--- config.mk ---
export PLATFORM = sky130hd
export DESIGN_NAME = sdram_refresh_sched
export DESIGN_NICKNAME = d
export VERILOG_FILES = /design/src/rtl/sdram_refresh_pkg.sv /design/src/rtl/refresh_interval_timer.sv /design/src/rtl/refresh_backlog.sv /design/src/rtl/refresh_seq_fsm.sv /design/src/rtl/sdram_refresh_sched.sv
export SDC_FILE = /design/constraint.sdc
export NUM_CORES = 1
export LEC_CHECK = 0
export ABC_AREA = 1
export BUFFER_PORTS_ARGS = -buffer_cell sky130_fd_sc_hd__buf_2
export CAP_MARGIN = 10
export CORE_ASPECT_RATIO = 1.4
export CORE_MARGIN = 8
export CORE_UTILIZATION = 55
export CTS_CLUSTER_DIAMETER = 40
export DETAILED_ROUTE_END_ITERATION = 10
export GPL_ROUTABILITY_DRIVEN = 0
export PLACE_DENSITY = 0.77
export SYNTH_ARGS = -nofsm -noshare
export SYNTH_HDL_FRONTEND = slang
export SYNTH_HIERARCHICAL = 1
export SYNTH_SLANG_ARGS = --single-unit
--- constraint.sdc ---
create_clock -name clk -period 3.16 [get_ports clk]
set_clock_uncertainty 0.1 [all_clocks]
set_input_delay 0.474 -clock clk [delete_from_list [all_inputs] [get_ports clk]]
set_output_delay 0.474 -clock clk [all_outputs]
set_load 0.02 [all_outputs]
--- src/rtl/sdram_refresh_pkg.sv ---
package sdram_refresh_pkg;

  // {RAS_n, CAS_n, WE_n}
  typedef enum logic [2:0] {
    CMD_REF = 3'b001,
    CMD_PRE = 3'b010,
    CMD_NOP = 3'b111
  } cmd_e;

  typedef enum logic [1:0] {
    JOB_INIT,
    JOB_REF,
    JOB_SR
  } job_e;

  typedef enum logic [3:0] {
    ST_IDLE,
    ST_REQ,
    ST_PRE,
    ST_WRP,
    ST_REF,
    ST_WRFC,
    ST_SRE,
    ST_SRH,
    ST_SRX,
    ST_DONE
  } st_e;

endpackage

--- src/rtl/refresh_interval_timer.sv ---
module refresh_interval_timer #(
  parameter int RATE_W = 16
) (
  input  logic              clk,
  input  logic              rst,
  input  logic [RATE_W-1:0] rate,
  output logic              tick
);
  logic [RATE_W-1:0] cnt_q;

  always_ff @(posedge clk) begin
    if (rst)              cnt_q <= rate;
    else if (cnt_q == '0) cnt_q <= rate;
    else                  cnt_q <= cnt_q - 1'b1;
  end

  always_comb tick = !rst && (cnt_q == '0);
endmodule

--- src/rtl/refresh_backlog.sv ---
module refresh_backlog #(
  parameter int MAX_PEND = 8
) (
  input  logic clk,
  input  logic rst,
  input  logic tick,
  input  logic discard,
  input  logic take,
  output logic pending
);
  localparam int CW = $clog2(MAX_PEND + 1);
  localparam logic [CW-1:0] MAXV = CW'(MAX_PEND);

  logic [CW-1:0] cnt_q;
  logic inc, dec;

  always_comb begin
    inc = tick && !discard && (cnt_q != MAXV);
    dec = take && (cnt_q != '0);
  end

  always_ff @(posedge clk) begin
    if (rst) cnt_q <= '0;
    else begin
      case ({inc, dec})
        2'b10:   cnt_q <= cnt_q + 1'b1;
        2'b01:   cnt_q <= cnt_q - 1'b1;
        default: cnt_q <= cnt_q;
      endcase
    end
  end

  always_comb pending = (cnt_q != '0);
endmodule

--- src/rtl/refresh_seq_fsm.sv ---
module refresh_seq_fsm
  import sdram_refresh_pkg::*;
#(
  parameter int TIME_W = 5
) (
  input  logic              clk,
  input  logic              rst,
  input  logic              pending,
  input  logic              sr_req,
  input  logic              grant,
  input  logic [TIME_W-1:0] t_rp,
  input  logic [TIME_W-1:0] t_rfc,
  output logic              bus_req,
  output logic [2:0]        cmd,
  output logic              a10,
  output logic              cke,
  output logic              busy,
  output logic              done,
  output logic              take,
  output logic              sr_window
);
  st_e               st_q, st_n;
  job_e              job_q, job_n;
  logic              init_q, init_n;
  logic [TIME_W-1:0] wcnt_q, wcnt_n;
  logic              wait_last;

  always_comb wait_last = (wcnt_q <= TIME_W'(1));

  always_comb begin
    st_n   = st_q;
    job_n  = job_q;
    init_n = init_q;
    wcnt_n = wcnt_q;
    case (st_q)
      ST_IDLE: begin
        if (init_q) begin
          job_n = JOB_INIT; init_n = 1'b0; st_n = ST_REQ;
        end else if (pending) begin
          job_n = JOB_REF; st_n = ST_REQ;
        end else if (sr_req) begin
          job_n = JOB_SR; st_n = ST_REQ;
        end
      end
      ST_REQ:  if (grant) st_n = ST_PRE;
      ST_PRE:  begin st_n = ST_WRP; wcnt_n = t_rp; end
      ST_WRP: begin
        if (wait_last) begin
          case (job_q)
            JOB_INIT: st_n = ST_DONE;
            JOB_REF:  st_n = ST_REF;
            default:  st_n = ST_SRE;
          endcase
        end else wcnt_n = wcnt_q - 1'b1;
      end
      ST_REF:  begin st_n = ST_WRFC; wcnt_n = t_rfc; end
      ST_WRFC: begin
        if (wait_last) st_n = ST_DONE;
        else wcnt_n = wcnt_q - 1'b1;
      end
      ST_SRE:  st_n = ST_SRH;
      ST_SRH:  if (!sr_req) st_n = ST_SRX;
      ST_SRX:  begin st_n = ST_WRFC; wcnt_n = t_rfc; end
      ST_DONE: st_n = ST_IDLE;
      default: st_n = ST_IDLE;
    endcase
  end

  always_ff @(posedge clk) begin
    if (rst) begin
      st_q    <= ST_IDLE;
      job_q   <= JOB_INIT;
      init_q  <= 1'b1;
      wcnt_q  <= '0;
      bus_req <= 1'b0;
      busy    <= 1'b0;
      cmd     <= CMD_NOP;
      a10     <= 1'b0;
      cke     <= 1'b1;
      done    <= 1'b0;
    end else begin
      st_q    <= st_n;
      job_q   <= job_n;
      init_q  <= init_n;
      wcnt_q  <= wcnt_n;
      bus_req <= (st_n != ST_IDLE) && (st_n != ST_DONE);
      busy    <= (st_n != ST_IDLE) && (st_n != ST_DONE);
      cmd     <= (st_n == ST_PRE) ? CMD_PRE :
                 ((st_n == ST_REF) || (st_n == ST_SRE)) ? CMD_REF : CMD_NOP;
      a10     <= (st_n == ST_PRE);
      cke     <= !((st_n == ST_SRE) || (st_n == ST_SRH));
      done    <= (st_n == ST_DONE);
    end
  end

  always_comb begin
    take      = (st_q == ST_WRP) && wait_last && (job_q == JOB_REF);
    sr_window = (job_q == JOB_SR) && (st_q != ST_IDLE);
  end
endmodule

--- src/rtl/sdram_refresh_sched.sv ---
module sdram_refresh_sched #(
  parameter int RATE_W   = 16,
  parameter int TIME_W   = 5,
  parameter int MAX_PEND = 8
) (
  input  logic              clk,
  input  logic              rst,
  input  logic [RATE_W-1:0] refresh_rate,
  input  logic [TIME_W-1:0] t_rp,
  input  logic [TIME_W-1:0] t_rfc,
  input  logic              self_refresh_req,
  input  logic              arb_grant,
  output logic              bus_req,
  output logic [2:0]        cmd_rcw,
  output logic              addr_a10,
  output logic              cke,
  output logic              busy,
  output logic              seq_done
);
  logic tick, pending, take, sr_window;

  refresh_interval_timer #(.RATE_W(RATE_W)) u_timer (
    .clk(clk), .rst(rst), .rate(refresh_rate), .tick(tick)
  );

  refresh_backlog #(.MAX_PEND(MAX_PEND)) u_backlog (
    .clk(clk), .rst(rst), .tick(tick), .discard(sr_window),
    .take(take), .pending(pending)
  );

  refresh_seq_fsm #(.TIME_W(TIME_W)) u_fsm (
    .clk(clk), .rst(rst), .pending(pending), .sr_req(self_refresh_req),
    .grant(arb_grant), .t_rp(t_rp), .t_rfc(t_rfc), .bus_req(bus_req),
    .cmd(cmd_rcw), .a10(addr_a10), .cke(cke), .busy(busy),
    .done(seq_done), .take(take), .sr_window(sr_window)
  );
endmodule

== After elaboration in Yosys (flattened, before gate mapping) ==
Cells that the tools add are included.

* Equal/unequal tests: 20
* $lt $le $gt $ge: 1
* Multiplexer cells: 19
* Add/subtract/negate cells: 4
* Reductions and logical operators: 27

{| class="wikitable"
|+ Operator list
! operator !! number
|-
| 16-bit 2-to-1 mux || 2
|-
| 4-bit case mux with 8 select lines || 1
|-
| 4-bit by 3-bit equality test with 1-bit output (second input constant) || 7
|-
| 4-bit 2-to-1 mux || 7
|-
| 16-bit logical NOT || 1
|-
| 4-bit case mux with 2 select lines || 2
|-
| 16-bit by 1-bit subtractor with 16-bit output (second input constant) || 1
|-
| 5-bit case mux with 3 select lines || 1
|-
| 4-bit by 2-bit equality test with 1-bit output (second input constant) || 3
|-
| 4-bit nonzero test || 3
|-
| 4-bit equality test (second input constant) || 2
|-
| 1-bit logical AND || 8
|-
| 4-bit inequality test (second input constant) || 2
|-
| 2-bit 2-to-1 mux || 3
|-
| 3-bit 2-to-1 mux || 2
|-
| 3-bit nonzero test || 2
|-
| 2-bit OR reduction || 3
|-
| 5-bit by 1-bit <= comparator with 1-bit output (second input constant) || 1
|-
| 5-bit 2-to-1 mux || 1
|-
| 5-bit by 1-bit subtractor with 5-bit output (second input constant) || 1
|-
| 4-bit by 1-bit adder with 4-bit output (second input constant) || 1
|-
| 2-bit by 1-bit equality test with 1-bit output (second input constant) || 2
|-
| 2-bit equality test (second input constant) || 2
|-
| 4-bit by 1-bit equality test with 1-bit output (second input constant) || 1
|-
| other kinds (8) || 12
|}

* Input bits: 30
* Output and inout bits: 8
* Word-level logic and storage cells: 83
* Flip-flop bits (word level): 39

== Logic depth before layout (Yosys ltp) ==
* Word-level depth: 8
* Depth in mapped cells: 17
* Mapped depth without buffers: 17

== Modules after synthesis ==
The synthesis kept the hierarchy.

{| class="wikitable"
|+ Modules (own cells, without submodules)
! module !! instances !! area each (um^2) !! cells an instance !! sequential area each (um^2)
|-
| refresh_seq_fsm || 1 || 1152.4 || 173 || 380.4
|-
| refresh_interval_timer || 1 || 1089.8 || 181 || 320.3
|-
| refresh_backlog || 1 || 317.8 || 46 || 80.1
|}

== Least setup slack after synthesis ==
OpenSTA, ideal clock, no wires.

* Path kind: reg2reg
* From: reg u_fsm.wcnt_q[0]
* To: reg u_backlog.cnt_q[2]
* Arrival time: 2.043 ns
* Setup time: 0.113 ns
* Path slack: 0.904 ns
* Clock period less this slack: 2.256 ns
* Data required time: 2.947 ns
* Buffers on the path: 0
* Stages on the path, launching flop included: 16
* Cells stage by stage: dfxtp_1 > ha_1 > nor2_1 > nor2_1 > nand2_1 > nor3_1 > and2_1 > ha_1 > inv_1 > nand2_1 > nand2_2 > ha_1 > a21oi_1 > xnor2_1 > o21ai_1 > inv_1

* Cells in the longest elaborated chain, start to end: 6
* Elaborated cells on any way between the ends: 8
* Those cells by class: 1 x order compare; 2 x eq/ne; 1 x mux; 4 x reduce/logical

{| class="wikitable"
|+ Ends and longest elaborated chain
! item !! RTL line !! text
|-
| from (decl) || refresh_seq_fsm.sv:25 || <nowiki>logic [TIME_W-1:0] wcnt_q, wcnt_n;</nowiki>
|-
| from (signal assigned) || refresh_seq_fsm.sv:85 || <nowiki>wcnt_q <= wcnt_n;</nowiki>
|-
| 5-bit by 1-bit <= comparator with 1-bit output * || refresh_seq_fsm.sv:28 || <nowiki>always_comb wait_last = (wcnt_q <= TIME_W'(1));</nowiki>
|-
| 1-bit logical AND * (2 in series) || refresh_seq_fsm.sv:97 || <nowiki>take = (st_q == ST_WRP) && wait_last && (job_q == JOB_REF);</nowiki>
|-
| via take || sdram_refresh_sched.sv:20 || <nowiki>logic tick, pending, take, sr_window;</nowiki>
|-
| 1-bit logical AND * || refresh_backlog.sv:19 || <nowiki>dec = take && (cnt_q != '0);</nowiki>
|-
| 2-bit by 1-bit equality test with 1-bit output / 2-bit equality test (equally long branches) || refresh_backlog.sv:25 || <nowiki>case ({inc, dec})</nowiki>
|-
| 4-bit case mux with 2 select lines / 2-bit nonzero test (equally long branches) || -- ||
|-
| to (signal assigned) || refresh_backlog.sv:26 || <nowiki>2'b10: cnt_q <= cnt_q + 1'b1;</nowiki>
|-
| to (signal assigned) || refresh_backlog.sv:27 || <nowiki>2'b01: cnt_q <= cnt_q - 1'b1;</nowiki>
|-
| to (signal assigned) || refresh_backlog.sv:28 || <nowiki>default: cnt_q <= cnt_q;</nowiki>
|-
| to (decl) || refresh_backlog.sv:14 || <nowiki>logic [CW-1:0] cnt_q;</nowiki>
|}

The timed path passes the listed nets; every way through them passes the cells marked *.
A chain may end at the register's enable or synchronous reset.

== Worst setup path after layout ==
Same ends and word-level chain as after synthesis.

==> results.toml <==
[power_and_ir_drop]
p_switching_uw = 704.4
p_leak_uw = 0.001469
ir_drop_uv = 415.2
seqPwrFrac_pct = 35.0
power.density_mw_per_mm2 = 627.2
combPwrFrac_pct = 38.0
intPower_uw = 1127
clockPowerShare_pct = 26.9
sw_frac_of_total_pct = 38.46

[sta]
hold_violations = 0
min_period_ps = 2545
setup_tns_ps = 0
slew_viol_final = 0
setup_violations = 0
rsz0062_at_grt = "no"
period_share_pct = 80.53
hold-worst-slack_ps = 270.3
fmax_mhz = 393.0
tightest_slew_ps = 411.9
relSlewSlack_pct = 72.51

[clocking]
ctsHoldBuffers = 0
numClockSinks = 39
cts_resized = 0
clockBufferDepth = 2
cts_inserted_buffers = 5
clock_latency_ps = 290
htreeDepth = 2
tritoncts = "built"
clkSlewWorstSetupHoldPaths_ps = 80
cts_setup_buffers = 0
ctsRootBufferMaster = "clkbuf_8"

[critical_path]
crit_family = "simple AND/OR/NAND/NOR gates"
rr_worst_depth = 15
worstPathRequired_ps = 3250
crit_slowest_cell = "dfxtp_1"
worstSetupPathType = "flip-flop to flip-flop"
worst-path-buf-inv = 2
cp_cell_sequence = "ha_1 > nor2_1 > nor2_1 > nand2_1 > nor3_1 > and2_1 > ha_1 > inv_1 > nand2_1 > nand2_2 > ha_1 > a21oi_1 > xnor2_1 > o21ai_1 > inv_1"
endpoint_kind = "flip-flop"
cp_max_fo = 6
worstSetupStartpointType = "flip-flop"
path_depth = 15
crit_arrival_ps = 2630
critPathMaxStageDelay_ps = 420
crit_top_cell = "ha_1"

[finish]
drive_gt1_share_pct = 19.32
final_common_cell = "nand2_1"
area.growth.synth_to_final_pct = 14.08
layout_common_cells = "nand2_1, nor2_1, inv_1, dfxtp_1, buf_2"
fin_nets = 476
multiInputGateArea_sq_mm = 0.001544
num_antenna_cells = 0
seq_area_sq_um = 780.7
nFillCells = 453

[floorplan]
die_w_um = 73.66
die_h_um = 96.73
core_area_sq_mm = 0.004499
die-area_sq_mm = 0.007125
initial_utilization_pct = 56.90
ios = 38
rows = 29

[route]
wirelength_um = 5785
post_drt_wl_per_cell_um = 11.52
post-route-drc-count = 0
firstDrtPassIters = 4
routed_via_density = 4.984
vias = 2502
drtIter0Drc = 125
ant_nets = 0

[run_status]
status = "finished clean"

[grt]
grt_use_total_pct = 17.73
antenna_found_initial = 0
grt_pass1_wl_um = 10260
grt_pass1_vias = 2534
grt_max_degree = 19
grt_overflow = 0

[logic_synthesis]
synth_top_family_by_area = "simple AND/OR/NAND/NOR gates"
synth_area_sq_mm = 0.002560
syn_nets = 437
syn_area_per_cell_sq_um = 6.400
synthArstFlopShare_pct = 0
synthFlopType = "dfxtp_1"
yosys.area_share.simple_pct = 45.21
synth_fa_ha_area_share_pct = 3.421
netlist_instances = 400
synth_compound_area_share_pct = 9.286
synth_area_leaders = "dfxtp_1, nand2_1, nor2_1"
yosys.area.top_type = "dfxtp_1"
synth_top_area_share_pct = 30.50
synth_seq_cells = 39
synth_enable_flop_cells = 0
synthMuxAreaShare_pct = 0
synth_xor_area_share_pct = 2.395
ys_seq_area_share_pct = 30.50
synth_warnings = 6
yosys.cell_types.count = 37

[place]
port_buffers = 37
post-dp-hpwl_um = 4646

[worst_hold_path]
holdPathStages = 3
hp-class = "primary input to flip-flop"

[run]
cap_violations = 0
-- cells by family (layout without fill, tap and decap cells) --
| kind of cell | count (synthesis) | count (layout) |
|---|---|---|
| compound gates | 41 | 41 |
| xor+xnor | 7 | 7 |
| fa+ha+maj | 7 | 7 |
| buf+inv | 57 | 97 |
| flops | 39 | 39 |
| simple gates | 249 | 249 |
-- cell type report --
| cell class | count | area share [%] |
|---|---|---|
| timing repair buffer | 37 | 6.341 |
| clock buffer | 6 | 2.485 |
| clock inverter | 2 | 2.057 |
| tap | 62 | 2.656 |
| sequential | 39 | 26.74 |
| inverter | 52 | 6.855 |
| multi-input combinational | 304 | 52.87 |
-- power groups by stage --
stage	Clock (uW)	Combinational, uW	Sequential, uW
after CTS	509	693	642
after global routing	529	792	654
after global placement	0	677	648
final	494	696	642
after detailed placement	0	690	653
after floorplan	0	538	657
-- per-layer routing --
| metal | vias to the layer above | GRT usage (%) | wire, um |
|---|---|---|---|
| li1 | 1319 | - | - |
| met1 | 1109 | 16.49 | 2155 |
| met2 | 55 | 32.53 | 3210 |
| met3 | 19 | 4.029 | 215 |
| met4 | 0 | 11.44 | 204 |
| met5 | - | 0 | 0 |
-- cells in the mapped netlist (3+ instances only) --
library cell / instances
dfxtp_1: 39
inv_1: 46
nand2_1: 123
a21oi_1: 15
nor3_1: 3
nor2_4: 4
ha_1: 7
xnor2_1: 5
o21ai_0: 14
o21bai_1: 3
a21oi_2: 4
nand3_1: 29
nand2_2: 4
nor2_1: 58
nor2_2: 12
inv_2: 3
nand2_4: 4
-- worst min-delay path, cell delays in order --
cell and delay (ps):
buf_2 70, nand2_1 40, nand2_1 50
-- registers in the layout, indices dropped and copies added, names as in the netlist --
register / cells
u_fsm/st_q: 4
u_timer/cnt_q: 16
u_fsm/init_q: 1
u_fsm/job_q: 2
u_fsm/cke: 1
u_fsm/cmd: 3
u_backlog/cnt_q: 4
u_fsm/busy: 1
u_fsm/a10: 1
u_fsm/wcnt_q: 5
u_fsm/done: 1
-- final timing paths --
path                    startpoint            endpoint  slack [ps]
hold reg to reg     u_fsm/job_q[0]      u_fsm/job_q[0]         390
setup reg to reg   u_fsm/wcnt_q[0]  u_backlog/cnt_q[2]         620
setup / recovery   u_fsm/wcnt_q[0]  u_backlog/cnt_q[2]         620
hold / removal    refresh_rate[15]   u_timer/cnt_q[15]         270
-- per-stage QoR --
stage          area [sq um]  utilization [%]  power (uW)  instances  setup slack, ps
6_report               2920            64.91        1832        502            615.2
5_1_grt                2920            64.91        1974        502            295.5
4_1_cts                2920            64.91        1845        502            617.6
3_5_place_dp           2788            61.96        1344        494            651.6
3_3_place_gp           2788            61.96        1325        494            780.1
2_1_floorplan          2560                -        1195        400            904.2
Power figures use the tool's default switching activity.
